===== src/rtl/tlim_pkg.sv =====
package tlim_pkg;

  localparam int QW = 3;

  typedef struct packed {
    logic       ext;
    logic       int_mode;
    logic       pol;
    logic [1:0] queue;
  } tlim_cfg_t;

  localparam tlim_cfg_t CFG_RST = '{ext: 1'b0, int_mode: 1'b0, pol: 1'b0, queue: 2'b00};

  function automatic logic [QW-1:0] queue_need(input logic [1:0] code);
    case (code)
      2'b00:   queue_need = QW'(1);
      2'b01:   queue_need = QW'(2);
      2'b10:   queue_need = QW'(4);
      default: queue_need = QW'(6);
    endcase
  endfunction

endpackage


===== src/rtl/tlim_regs.sv =====
module tlim_regs
  import tlim_pkg::*;
#(
  parameter int WW = 16,
  parameter logic [WW-1:0] HI_RST = 16'h5000,
  parameter logic [WW-1:0] LO_RST = 16'h4B00
) (
  input  logic          clk,
  input  logic          rst,
  input  logic          gc_rst,
  input  logic          cfg_we,
  input  tlim_cfg_t     cfg_d,
  input  logic          hi_we,
  input  logic          lo_we,
  input  logic [WW-1:0] wdata,
  output tlim_cfg_t     cfg_q,
  output logic [WW-1:0] hi_q,
  output logic [WW-1:0] lo_q
);

  always_ff @(posedge clk) begin
    if (rst || gc_rst) begin
      cfg_q <= CFG_RST;
      hi_q  <= HI_RST;
      lo_q  <= LO_RST;
    end else begin
      if (cfg_we) cfg_q <= cfg_d;
      if (hi_we)  hi_q  <= wdata;
      if (lo_we)  lo_q  <= wdata;
    end
  end

  // a general-call reset restores the limits and comparator mode
  assert_gc_default_R11: assert property (@(posedge clk) disable iff (rst)
    gc_rst |=> (hi_q == HI_RST && lo_q == LO_RST && !cfg_q.int_mode));

endmodule


===== src/rtl/tlim_compare.sv =====
module tlim_compare #(
  parameter int TW = 13,
  parameter int WW = 16
) (
  input  logic          ext,
  input  logic [TW-1:0] temp,
  input  logic [WW-1:0] hi_word,
  input  logic [WW-1:0] lo_word,
  output logic          hi_hit,
  output logic          lo_hit,
  output logic [WW-1:0] word
);

  localparam int NW   = TW - 1;
  localparam int EPAD = WW - TW;
  localparam int NPAD = WW - NW;

  logic signed [TW-1:0] t_v, hi_v, lo_v;

  always_comb begin
    if (ext) begin
      t_v  = temp;
      hi_v = hi_word[WW-1:EPAD];
      lo_v = lo_word[WW-1:EPAD];
      word = {temp, {(EPAD-1){1'b0}}, 1'b1};
    end else begin
      t_v  = {temp[NW-1], temp[NW-1:0]};
      hi_v = {hi_word[WW-1], hi_word[WW-1:NPAD]};
      lo_v = {lo_word[WW-1], lo_word[WW-1:NPAD]};
      word = {temp[NW-1:0], {NPAD{1'b0}}};
    end
    hi_hit = (t_v >= hi_v);
    lo_hit = (t_v < lo_v);
  end

endmodule


===== src/rtl/tlim_fqueue.sv =====
module tlim_fqueue #(
  parameter int QW = 3
) (
  input  logic          clk,
  input  logic          rst,
  input  logic          hold,
  input  logic          step,
  input  logic          cond,
  input  logic [QW-1:0] need,
  output logic          reached
);

  logic [QW-1:0] cnt;
  logic [QW-1:0] nxt;

  assign nxt     = cnt + QW'(1);
  assign reached = step && cond && (nxt >= need);

  always_ff @(posedge clk) begin
    if (rst || hold) begin
      cnt <= '0;
    end else if (step) begin
      if (cond && !reached) cnt <= nxt;
      else                  cnt <= '0;
    end
  end

  // the count never reaches the deepest queue setting
  assert_cnt_bound_R1: assert property (@(posedge clk) disable iff (rst)
    cnt < QW'(6));

  // a non-qualifying reading empties the count
  assert_break_R3: assert property (@(posedge clk) disable iff (rst)
    (step && !cond) |=> (cnt == '0));

endmodule


===== src/rtl/tlim_alert.sv =====
module tlim_alert
  import tlim_pkg::*;
#(
  parameter int TW = 13,
  parameter int WW = 16,
  parameter logic [WW-1:0] HI_RST = 16'h5000,
  parameter logic [WW-1:0] LO_RST = 16'h4B00
) (
  input  logic          clk,
  input  logic          rst,
  input  logic          gc_rst,
  input  logic          cfg_we,
  input  logic          cfg_ext,
  input  logic          cfg_int_mode,
  input  logic          cfg_pol,
  input  logic [1:0]    cfg_queue,
  input  logic          hi_we,
  input  logic          lo_we,
  input  logic [WW-1:0] lim_wdata,
  input  logic          sample_vld,
  input  logic [TW-1:0] sample_temp,
  input  logic          rd_evt,
  input  logic          ares_evt,
  input  logic          shdn_evt,
  output logic          alert_o,
  output logic          status_o,
  output logic          cause_low_o,
  output logic [WW-1:0] temp_word_o,
  output logic [WW-1:0] hi_limit_o,
  output logic [WW-1:0] lo_limit_o
);

  tlim_cfg_t     cfg_d, cfg_q;
  logic [WW-1:0] hi_q, lo_q, word_c;
  logic          hi_hit, lo_hit;
  logic [QW-1:0] need;

  assign cfg_d = '{ext: cfg_ext, int_mode: cfg_int_mode, pol: cfg_pol, queue: cfg_queue};

  tlim_regs #(.WW(WW), .HI_RST(HI_RST), .LO_RST(LO_RST)) u_regs (
    .clk(clk), .rst(rst), .gc_rst(gc_rst),
    .cfg_we(cfg_we), .cfg_d(cfg_d),
    .hi_we(hi_we), .lo_we(lo_we), .wdata(lim_wdata),
    .cfg_q(cfg_q), .hi_q(hi_q), .lo_q(lo_q)
  );

  tlim_compare #(.TW(TW), .WW(WW)) u_cmp (
    .ext(cfg_q.ext), .temp(sample_temp),
    .hi_word(hi_q), .lo_word(lo_q),
    .hi_hit(hi_hit), .lo_hit(lo_hit), .word(word_c)
  );

  assign need = queue_need(cfg_q.queue);

  // comparator path: hysteresis state
  logic cmp_act, cmp_cond, cmp_reach;
  assign cmp_cond = cmp_act ? lo_hit : hi_hit;

  tlim_fqueue #(.QW(QW)) u_q_cmp (
    .clk(clk), .rst(rst), .hold(gc_rst),
    .step(sample_vld), .cond(cmp_cond), .need(need), .reached(cmp_reach)
  );

  always_ff @(posedge clk) begin
    if (rst || gc_rst)  cmp_act <= 1'b0;
    else if (cmp_reach) cmp_act <= ~cmp_act;
  end

  // interrupt path: latched alert, re-armed for the opposite crossing
  logic int_act, watch_low, int_cause, int_hold, int_cond, int_reach, clr;
  assign int_hold = gc_rst || !cfg_q.int_mode;
  assign int_cond = watch_low ? lo_hit : hi_hit;
  assign clr      = rd_evt || ares_evt || shdn_evt;

  tlim_fqueue #(.QW(QW)) u_q_int (
    .clk(clk), .rst(rst), .hold(int_hold),
    .step(sample_vld && !int_act), .cond(int_cond), .need(need), .reached(int_reach)
  );

  always_ff @(posedge clk) begin
    if (rst || int_hold) begin
      int_act   <= 1'b0;
      watch_low <= 1'b0;
      int_cause <= 1'b0;
    end else if (int_reach) begin
      int_act   <= 1'b1;
      int_cause <= watch_low;
      watch_low <= ~watch_low;
    end else if (clr) begin
      int_act   <= 1'b0;
    end
  end

  // registered outputs
  logic active;
  assign active = cfg_q.int_mode ? int_act : cmp_act;

  always_ff @(posedge clk) begin
    if (rst) begin
      alert_o     <= 1'b1;
      status_o    <= 1'b1;
      cause_low_o <= 1'b0;
      temp_word_o <= '0;
    end else begin
      alert_o     <= cfg_q.pol ? active  : ~active;
      status_o    <= cfg_q.pol ? cmp_act : ~cmp_act;
      cause_low_o <= int_cause;
      if (gc_rst)          temp_word_o <= '0;
      else if (sample_vld) temp_word_o <= word_c;
    end
  end

  assign hi_limit_o = hi_q;
  assign lo_limit_o = lo_q;

  // both conditions at once only when the limits are inverted
  assert_limit_order_R2: assert property (@(posedge clk) disable iff (rst)
    (hi_hit && lo_hit) |-> (cfg_q.ext ? ($signed(hi_q[WW-1:WW-TW]) < $signed(lo_q[WW-1:WW-TW]))
                                      : ($signed(hi_q[WW-1:WW-TW+1]) < $signed(lo_q[WW-1:WW-TW+1]))));

  // comparator state moves only on a reading or a general-call reset
  assert_cmp_hold_R4: assert property (@(posedge clk) disable iff (rst)
    (!sample_vld && !gc_rst) |=> $stable(cmp_act));

  // a clear with no reading drops the latched alert
  assert_int_clear_R5: assert property (@(posedge clk) disable iff (rst)
    (clr && !sample_vld && !gc_rst) |=> !int_act);

  // activation beats a clear in the same cycle
  assert_set_wins_R12: assert property (@(posedge clk) disable iff (rst)
    (int_reach && clr && !gc_rst && !cfg_we) |=> int_act);

endmodule


===== config.mk =====
export PLATFORM = sky130hd
export DESIGN_NAME = tlim_alert
export DESIGN_NICKNAME = d
export VERILOG_FILES = /design/src/rtl/tlim_pkg.sv /design/src/rtl/tlim_regs.sv /design/src/rtl/tlim_compare.sv /design/src/rtl/tlim_fqueue.sv /design/src/rtl/tlim_alert.sv
export SDC_FILE = /design/constraint.sdc
export NUM_CORES = 1
export LEC_CHECK = 0
export ABC_AREA = 1
export BUFFER_PORTS_ARGS = -buffer_cell sky130_fd_sc_hd__buf_2
export CAP_MARGIN = 20
export CORE_MARGIN = 2
export CORE_UTILIZATION = 55
export CTS_BUF_LIST = sky130_fd_sc_hd__clkbuf_8
export DETAILED_ROUTE_END_ITERATION = 12
export PLACE_DENSITY = 0.83
export SLEW_MARGIN = 0
export SYNTH_ARGS = -nofsm -noshare
export SYNTH_HDL_FRONTEND = slang
export SYNTH_SLANG_ARGS = --single-unit
export TNS_END_PERCENT = 10

===== constraint.sdc =====
create_clock -name clk -period 2.9 [get_ports clk]
set_input_delay 0 -clock clk [delete_from_list [all_inputs] [get_ports clk]]
set_output_delay 0 -clock clk [all_outputs]
set_load 0.01 [all_outputs]

==> implementation parameters, run 1 <==
Parameter                              Value

Yosys
  Gate count of the mapped netlist    500
  Post-synthesis area per instance    ~7 um^2
  Count of cell types in the netlist    26
  Portion of the post-synthesis area used by sequential elements    0.3644
  Most used standard cell by instance count after synthesis    nand2_1
  Top-area cell type share of the netlist area    0.3644
  Number of enable-type register cells in the synthesized netlist    0
  Post-synth top flop    dfxtp_1
  Area contributors post-synth    dfxtp_1 36%, nand2_1 15%, ha_1 12%
  Share of flip-flops with an asynchronous set or reset    0
  Most instantiated cells after synthesis    143 x nand2_1, 64 x dfxtp_1, 57 x inv_1
  Count of synthesis-stage warnings from yosys    0
  FF+latch count, synth    between 60 and 70
  Library cell with the largest summed area after synthesis    dfxtp_1
  Post-Synthesis Cell Area    3516 um^2

Clocking
  Bufs on Longest Clock Path    2
  Clock tree from TritonCTS    done
  # clock sinks    64
  Number of clock buffers inserted by TritonCTS    9
  Number of buffers added for setup after CTS    0
  Count of H-tree levels built during CTS    3
  Clk pin slew, worst setup/hold paths    around 0.08 ns
  Root Buffer    clkbuf_8
  Post-cts resize count    0
  Insertion delay to the later sink of the worst-skew pair    ~0.34 ns

Worst setup path
  Largest stage delay on the critical path    roughly 0.35 ns
  Endpoint kind of the worst setup timing path    flip-flop
  Worst path cell trace    buf_4 -> o21ai_0 -> ha_1 -> nand2_1 -> inv_1 -> nand2_1 -> nand2_1 -> a21oi_1 -> nand2_1 -> nand2_1 -> nand4_1 -> nand4_1 -> a21oi_1
  Startpoint Class    flip-flop
  Critical path required time    3.08 ns
  CP max-delay cell    buf_4
  Type of the worst setup path    flip-flop to flip-flop
  CP Max Fanout    42
  Data arrival time of the critical path    approximately 2.5 ns
  Cell repeated most along the worst path    nand2_1
  Number of cells traversed by the worst register-to-register path    13

STA
  Total count of hold-check failures in the final report    0
  Final Max Tran Viols    0
  Min Tclk post-route    2.347 ns
  Worst clock skew on the final layout    0.01137 ns
  Worst-case headroom to the max-slew limit    0.5028
  F_max    ~430 MHz
  Final-layout setup total negative slack    0 ns
  Period utilisation layout    0.8092
  Slew at the pin closest to its max-slew limit    approximately 0.74 ns
  Count of final setup violators    0
  Setup repair after global routing missed its margin    no

Placement
  RD Place Congestion    about 0.93
  Sum of net half-perimeters after detailed placement    between 6 and 7 mm
  IO Port Bufs    between 90 and 100
  Standard cell area after detailed placement    ~4000 um^2

Die
  Effective utilization at floorplan    0.5601
  Width of the chip    83.96 um
  Placeable Area    about 6300 um^2
  Total die area    between 7000 and 8000 um^2
  Number of top-level pins    95
  Number of placement rows    29
  Height of the chip    83.96 um

Outcome
  Result of the run    completed

Routing
  Number of vias after detailed routing    approximately 3700
  DRT Pass-1 Iters    5
  DRC    0
  Drt total wl    ~9.4 mm
  Drt first-iter violations    approximately 250
  Count of antenna-violating nets left after detailed routing    0
  Number of vias per cell after detailed routing    roughly 5.3
  Wirelength per Cell    approximately 14 um

Finish
  Ratio of cells with drive above 1 in the final layout    0.1922
  Final non-filler cell area    between 4000 and 5000 um^2
  # nets final    686
  Antenna diode instance count    0
  Area growth from synthesis to layout    26.94%

GRT
  Maximum number of pins on one net before global-route repair    between 40 and 50
  Number of global-route vias before repair    3374
  Combined global-route utilization of all metal layers    0.2721
  Overall overflow remaining after global route    0
  Antenna violations before repair    0
  Global-route wire length before repair    around 16 mm

Worst hold path
  Number of cells on the worst hold path    3
  Worst hold path type    primary input to flip-flop

Run
  Max Cap Violations    0

Power and ir drop
  Lkg Pwr    2.226 nW
  Pwr per Cell Area    approximately 470 nW/um^2
  Worst IR Drop VDD    roughly 0.00036 V
==> layer usage <==
layer	global-route usage	vias to the layer above	wire [um]
li1	-	1865	-
met1	0.3641	1648	4231
met2	0.4378	133	4363
met3	0.04451	17	587
met4	0.1085	0	189
met5	0	-	0
==> power by group <==
group	total, W	switching [W]	leakage (nW)	internal (W)
Combinational	0.000381	0.000228	1.59	0.000153
Sequential	0.000929	0.0000208	0.522	0.000908
Clock	0.000807	0.000364	0.111	0.000443
==> cells in the final DEF, fill, tap and decap left out, drive strengths merged <==
| master | netlist | final |
|---|---|---|
| nand3 | 29 | 29 |
| inv | 58 | 59 |
| o21ai | 44 | 44 |
| a21o | 1 | 1 |
| clkinv | 1 | 4 |
| or4 | 1 | 1 |
| dfxtp | 64 | 64 |
| bufinv | 0 | 1 |
| a21oi | 55 | 55 |
| nor2 | 17 | 17 |
| dlygate4sd3 | 0 | 26 |
| nor3 | 1 | 1 |
| ha | 33 | 33 |
| conb | 1 | 2 |
| o211ai | 18 | 18 |
| nand4 | 8 | 8 |
| buf | 5 | 94 |
| clkbuf | 18 | 11 |
| nand2 | 144 | 144 |
| xor2 | 2 | 2 |
==> cells by family after synthesis <==
kind of cell / count (synthesis) / synth area share
other: 1 / 0.001067
xor gates and xnor gates: 2 / 0.004983
AOI/OAI and AO/OA: 118 / 0.1826
buffers and inverters: 82 / 0.09110
adders and majority gates: 33 / 0.1174
and+or+nand+nor: 200 / 0.2384
DFF: 64 / 0.3644
==> area by class of cell <==
cell class,instances,area [um^2]
Clock buffer,11,151.4
Clock inverter,5,56.30
Fill cell,499,1814
Inverter,59,221.5
Multi-Input combinational cell,355,1921
Sequential cell,64,1281
Tap cell,77,96.34
Timing Repair Buffer,120,735.7
==> timing repair <==
| item | 4_1_cts | 5_1_grt |
|---|---|---|
| hold buffers | 26 | 0 |
| endpoints found under the hold margin | 41 | 0 |
| setup endpoints to repair | 0 | 0 |
==> worst max-delay path: cells and delay by family, from the launching register on <==
| kind | cells | cell delay [ns] |
|---|---|---|
| buf+inv | 2 | 0.39 |
| flops | 1 | 0.34 |
| fa+ha+maj | 1 | 0.31 |
| simple gates | 7 | 0.66 |
| compound gates | 3 | 0.48 |
==> path summary, 6_finish.rpt <==
check	slack, ns	start	end
setup / recovery	0.55	u_regs.cfg_q[4]	u_q_cmp.cnt[1]
hold / removal	0.02	gc_rst	u_regs.lo_q[11]
setup reg to reg	0.55	u_regs.cfg_q[4]	u_q_cmp.cnt[1]
hold reg to reg	0.46	temp_word_o[0]	temp_word_o[0]
==> registers in the layout (all words and copies together), names as in the netlist <==
signal / count
watch_low: 1
status_o: 1
u_q_int.cnt: 3
int_cause: 1
cause_low_o: 1
alert_o: 1
temp_word_o: 14
u_regs.cfg_q: 5
int_act: 1
u_q_cmp.cnt: 3
cmp_act: 1
u_regs.hi_q: 16
u_regs.lo_q: 16
==> stage by stage <==
stage	std cells	hold slack (ns)	util	worst slack [ns]	total power [W]
after floorplan	501	0.07129	-	0.7764	0.001179
after global placement	649	0.2216	0.6364	0.6695	0.001285
after detailed placement	649	0.2212	0.6364	0.5934	0.001296
after CTS	691	0.008658	0.7110	0.5616	0.002118
after global routing	691	0.02618	0.7110	0.3284	0.002217
final	691	0.02282	0.7110	0.5534	0.002117
Note: power is estimated with default switching activity, not from simulation.
==> inputs of run 2 (changes only) <==
CORE_UTILIZATION = 49   (was 55)
PLACE_DENSITY = 0.78   (was 0.83)
clock period = 2 ns   (was 2.9 ns; I/O delays follow)
==> run 2 against run 1 <==
The flow now finishes with violations (negative setup slack). Total power is 57% higher. Final cell count is 4.6% higher. Setup slack worse by 0.73 ns. Die area is 12% higher. Non-clock buffer count is 13 higher. Sequential power is 45% higher. Combinational power is 78% higher. Sequential cell count stayed put. Via count is 6.0% higher. Sequential share of layout area is 2.2 points lower. Register-to-register slack worse by 0.73 ns. First-iteration DRC count is 6.9% higher. Highest routed layer unchanged.
==> implementation parameters, run 2 (synthesis results as in run 1) <==
Parameter                              Value

Outcome
  Result of the run    complete, but fails checks
  Violations in the final reports    negative setup slack

GRT
  Antenna violations before repair    0
  Combined global-route utilization of all metal layers    0.2590
  Number of global-route vias before repair    between 3000 and 4000
  Overall overflow remaining after global route    0
  Maximum number of pins on one net before global-route repair    29
  Global-route wire length before repair    approximately 16 mm

Routing
  Number of vias after detailed routing    3884
  Number of vias per cell after detailed routing    between 5 and 6
  DRT Pass-1 Iters    6
  DRC    0
  Drt first-iter violations    roughly 270
  Drt total wl    ~10 mm
  Wirelength per Cell    around 14 um
  Count of antenna-violating nets left after detailed routing    0

Die
  Effective utilization at floorplan    0.5118
  Height of the chip    around 90 um
  Width of the chip    approximately 89 um
  Total die area    7869 um^2
  Number of top-level pins    95
  Placeable Area    around 6900 um^2
  Number of placement rows    30

Clocking
  Clock tree from TritonCTS    done
  # clock sinks    64
  Root Buffer    clkbuf_8
  Number of clock buffers inserted by TritonCTS    9
  Insertion delay to the later sink of the worst-skew pair    0.35 ns
  Clk pin slew, worst setup/hold paths    around 0.08 ns
  Count of H-tree levels built during CTS    3
  Bufs on Longest Clock Path    2

Finish
  Most frequent cells in the layout    129 x nand2_1, 92 x buf_2, 63 x dfxtp_1
  Most common cell after layout, fill and taps aside    nand2_1
  Top Registers    u_regs.hi_q (16), u_regs.lo_q (16), temp_word_o (14)
  Ratio of cells with drive above 1 in the final layout    0.2663
  # nets final    around 700
  Area growth from synthesis to layout    37.86%
  Post-Layout Cell Count    about 720
  Antenna diode instance count    0
  Core occupancy in the finished layout    0.7056

Placement
  IO Port Bufs    slightly above 90
  Sum of net half-perimeters after detailed placement    ~7 mm
  Post-Place Cells    678
  RD Place Congestion    roughly 0.92
  DP Worst Slack    -0.1683 ns

STA
  Worst-case headroom to the max-slew limit    0.5005
  Slew at the pin closest to its max-slew limit    0.7484 ns
  Count of final setup violators    10
  Setup repair after global routing missed its margin    yes
  Min Tclk post-route    about 2.2 ns
  F_max    about 460 MHz
  Post-route worst setup slack    -0.1735 ns
  Period utilisation layout    1.087
  Worst clock skew on the final layout    0.007235 ns
  Final Max Tran Viols    0
  Total count of hold-check failures in the final report    0

Worst setup path
  Data arrival time of the critical path    around 2.5 ns
  CP Max Fanout    7
  Number of cells traversed by the worst register-to-register path    14
  Startpoint Class    flip-flop
  Critical path required time    between 2 and 2.5 ns
  Type of the worst setup path    flip-flop to flip-flop
  Endpoint kind of the worst setup timing path    flip-flop

Run
  Max Cap Violations    0

Worst hold path
  Worst hold path type    primary input to flip-flop
  Number of cells on the worst hold path    3

Power and ir drop
  Lkg Pwr    around 2.3 nW
  Worst IR Drop VDD    between 0.0005 and 0.0006 V
  Pwr per Cell Area    685.6 nW/um^2
## run 2: timing repair
item / CTS / global route
endpoints found under the hold margin: 41 / 0
endpoints found under the setup margin: 10 / 10
gates cloned: 1 / 0
resized for setup: 40 / 20
pin swaps: 30 / 29
buffers inserted: 0 / 2
hold buffers: 26 / 0
## run 2: critical path, cell delays in order (launching register included)
cell	delay, ns
dfxtp_4	0.38
inv_6	0.05
buf_12	0.13
nand2_1	0.05
o21ai_0	0.09
ha_1	0.33
a21oi_1	0.17
o21ai_1	0.09
nor2_2	0.19
nand2_1	0.10
nand2_2	0.13
nand3_4	0.10
nand3_4	0.11
nand2_2	0.06
a21oi_2	0.13
## run 2: per-stage QoR
stage / power, W / hold WS [ns] / TNS [ns] / cell area (um^2)
after global routing: 0.003452 / 0.03836 / -2.204 / 4847
after floorplan: 0.001713 / 0.07129 / 0 / 3531
after global placement: 0.001892 / 0.2240 / -0.3261 / 4110
after CTS: 0.003265 / 0.02014 / -0.3120 / 4760
final: 0.003323 / 0.03531 / -1.283 / 4847
after detailed placement: 0.001911 / 0.2226 / -1.210 / 4110
## run 2: final cells by class
type | instances | area, um^2
Tap cell | 96 | 120.1
Timing Repair Buffer | 133 | 873.3
Clock buffer | 10 | 137.6
Inverter | 59 | 226.5
Clock inverter | 6 | 90.09
Sequential cell | 64 | 1285
Multi-Input combinational cell | 355 | 2115
Fill cell | 557 | 2022
## run 2: worst paths after layout
check	start	endpoint	slack, ns
min	hi_we	u_regs.hi_q[7]	0.04
max reg2reg	u_regs.cfg_q[4]	int_cause	-0.17
min reg2reg	int_cause	cause_low_o	0.45
max	u_regs.cfg_q[4]	int_cause	-0.17
## run 2: per-layer routing
metal | global-route usage | vias up | part of all wire
met5 | 0 | - | 0
met4 | 0.1322 | 0 | 0.037
met3 | 0.05037 | 39 | 0.064
met2 | 0.4166 | 172 | 0.48
met1 | 0.3299 | 1781 | 0.42
li1 | - | 1892 | -
## run 2: report_power, final
part / internal (W) / switching, W / total, W
Sequential: 0.00132 / 0.0000306 / 0.00135
Clock: 0.000742 / 0.000554 / 0.00130
Combinational: 0.000286 / 0.000394 / 0.000680
Total: 0.00234 / 0.000978 / 0.00332
==> inputs of run 3 (changes only) <==
BUFFER_PORTS_ARGS = -buffer_cell sky130_fd_sc_hd__buf_4   (was -buffer_cell sky130_fd_sc_hd__buf_2)
==> run 3 against run 2 <==
The run still ends with negative setup slack left. Via count decreased by 0.77%. Clock skew decreased by 0.0025 ns. Non-clock buffer count increased by 12. Setup slack got worse by 0.038 ns. Global-route usage increased by 0.87 points. Clock-buffer cell count increased by 3. Design area increased by 3.7%. Combinational power increased by 3%. Critical endpoint is now u_q_cmp.cnt[1]. Largest power group unchanged. Highest routed layer unchanged.
==> implementation parameters, run 3 (synthesis results as in run 1) <==
Parameter                              Value

Worst setup path
  Largest stage delay on the critical path    0.37 ns
  Worst path cell trace    inv_4 -> buf_4 -> nand2_2 -> nand2_2 -> ha_4 -> nand2_4 -> nor2_4 -> nand2_2 -> nor2_2 -> nand2_1 -> nand3_2 -> nand4_1 -> nand4_1 -> a21oi_1
  Type of the worst setup path    flip-flop to flip-flop
  Endpoint kind of the worst setup timing path    flip-flop
  Reg-to-reg critical path endpoint    u_q_cmp.cnt[1]
  CP max-delay cell    dfxtp_4
  R2R Setup Slk    -0.21 ns
  Cell repeated most along the worst path    nand2_2
  Number of cells traversed by the worst register-to-register path    14
  CP Max Fanout    9
  Launching point of the worst reg2reg path    u_regs.cfg_q[4]
  Number of buffers and inverters on the critical path    2
  Startpoint Class    flip-flop
  Data arrival time of the critical path    around 2.4 ns
  Critical path required time    ~2.2 ns
  WP depth    14
  Crit path max-delay family    simple AND/OR/NAND/NOR gates

Die
  Number of top-level pins    between 90 and 100
  Width of the chip    88.71 um
  Effective utilization at floorplan    0.5118
  Placeable Area    approximately 6900 um^2
  Total die area    7869 um^2
  Number of placement rows    30
  Height of the chip    88.71 um

Finish
  Most frequent cells in the layout    137 x nand2_1, 109 x buf_4, 63 x dfxtp_1
  Most common cell after layout, fill and taps aside    nand2_1
  Ratio of cells with drive above 1 in the final layout    0.2445
  Area growth from synthesis to layout    43.02%
  Total of fill cells in the finished design    534
  Top Registers    u_regs.hi_q (16), u_regs.lo_q (16), temp_word_o (14)
  # nets final    about 700
  Antenna diode instance count    0
  Final non-filler cell area    about 5000 um^2

Worst hold path
  Number of cells on the worst hold path    5
  Worst Min Path Start    sample_temp[6]
  Worst hold path type    primary input to flip-flop
  Hold endpoint    temp_word_o[10]

Routing
  DRT Pass-1 Iters    5
  Drt total wl    10.39 mm
  Drt first-iter violations    between 200 and 250
  Number of vias after detailed routing    around 3900
  DRC    0
  Wirelength per Cell    ~14 um
  Number of vias per cell after detailed routing    between 5 and 6
  Count of antenna-violating nets left after detailed routing    0

STA
  Count of final setup violators    10
  Worst-case headroom to the max-slew limit    0.4917
  Period utilisation layout    1.106
  Post-route worst setup slack    -0.2114 ns
  Total count of hold-check failures in the final report    0
  Worst hold margin    0.02019 ns
  Final Max Tran Viols    0
  Final-layout setup total negative slack    -1.629 ns
  Slew at the pin closest to its max-slew limit    around 0.76 ns
  F_max    around 450 MHz
  Worst clock skew on the final layout    roughly 0.0048 ns
  Setup repair after global routing missed its margin    yes
  Min Tclk post-route    ~2.2 ns

GRT
  Maximum number of pins on one net before global-route repair    29
  Number of global-route vias before repair    around 3500
  Antenna violations before repair    0
  Combined global-route utilization of all metal layers    0.2677
  Global-route wire length before repair    between 15 and 20 mm
  Overall overflow remaining after global route    0

Clocking
  Root Buffer    clkbuf_8
  Clock tree from TritonCTS    done
  Count of H-tree levels built during CTS    3
  # clock sinks    64
  Bufs on Longest Clock Path    2
  Clk pin slew, worst setup/hold paths    ~0.07 ns
  Insertion delay to the later sink of the worst-skew pair    roughly 0.34 ns
  Number of clock buffers inserted by TritonCTS    9

Power and ir drop
  Clock power share    0.347
  Design internal power    about 0.0022 W
  Worst IR Drop VDD    a little over 0.0004 V
  Logic pwr share    0.223
  Pwr per Cell Area    624.4 nW/um^2
  Lkg Pwr    around 2.4 nW
  Switching power summed over all nets    between 0.0009 and 0.001 W
  Sequential cell fraction of total power    0.430
  Switching fraction of total power    0.2935

Outcome
  Result of the run    complete, but fails checks
  Violations in the final reports    negative setup slack

Placement
  RD Place Congestion    0.8366
  Standard cell area after detailed placement    around 4400 um^2
  Sum of net half-perimeters after detailed placement    approximately 7.2 mm
  DP Worst Slack    -0.1797 ns
  IO Port Bufs    roughly 90

Run
  Max Cap Violations    0
[run 3: metal layers]
metal	wire length [um]	track usage
met3	787	0.05224
met5	0	0
met1	4397	0.3504
met4	270	0.09642
met2	4938	0.4389
[run 3: cell type report]
cell class / count / area (um^2) / share of cell area
well taps: 96 / 120.1 / 0.02389
clock inverters: 2 / 12.51 / 0.002488
clock buffers: 13 / 178.9 / 0.03558
multi-input cells: 355 / 2027 / 0.4031
repair buffers: 145 / 1181 / 0.2349
flip-flops and latches: 64 / 1285 / 0.2555
inverters: 59 / 224.0 / 0.04454
[run 3: stage by stage]
step           std cells  total power (W)    util
6_report             734         0.003140  0.7321
3_5_place_dp         681         0.001957  0.6333
4_1_cts              731         0.003100  0.7206
5_1_grt              734         0.003280  0.7321
2_1_floorplan        501         0.001713       -
3_3_place_gp         681         0.001938  0.6333
[run 3: power by group through the flow]
| stage | Combinational (W) | Sequential, W | Clock (W) |
|---|---|---|---|
| final | 0.000700 | 0.00135 | 0.00109 |
| after global routing | 0.000776 | 0.00135 | 0.00115 |
| after detailed placement | 0.000580 | 0.00138 | 0 |
| after floorplan | 0.000326 | 0.00139 | 0 |
| after global placement | 0.000562 | 0.00138 | 0 |
| after CTS | 0.000657 | 0.00135 | 0.00110 |
[run 3: worst max-delay path by stage]
| stage | from | end | slack, ns |
|---|---|---|---|
| after CTS | u_regs.cfg_q[4] | u_q_cmp.cnt[2] | -0.07 |
| after global routing | u_regs.cfg_q[4] | u_q_cmp.cnt[1] | -0.32 |
| after global placement | u_regs.cfg_q[4] | int_cause | -0.16 |
| after floorplan | u_regs.cfg_q[4] | int_cause | 0.01 |
| final | u_regs.cfg_q[4] | u_q_cmp.cnt[1] | -0.21 |
| after detailed placement | u_regs.cfg_q[4] | int_cause | -0.18 |
[run 3: what timing repair did]
action,CTS,global route
hold buffers,34,0
buffers inserted,1,3
pin swaps,4,14
setup endpoints to repair,10,10
endpoints found under the hold margin,41,0
resized for setup,16,20
[run 3: worst reg2reg max path: stages (launching register included)]
cell	delay (ns)
dfxtp_4	0.37
inv_4	0.05
buf_4	0.14
nand2_2	0.05
nand2_2	0.09
ha_4	0.31
nand2_4	0.06
nor2_4	0.14
nand2_2	0.07
nor2_2	0.15
nand2_1	0.14
nand3_2	0.14
nand4_1	0.16
nand4_1	0.13
a21oi_1	0.06
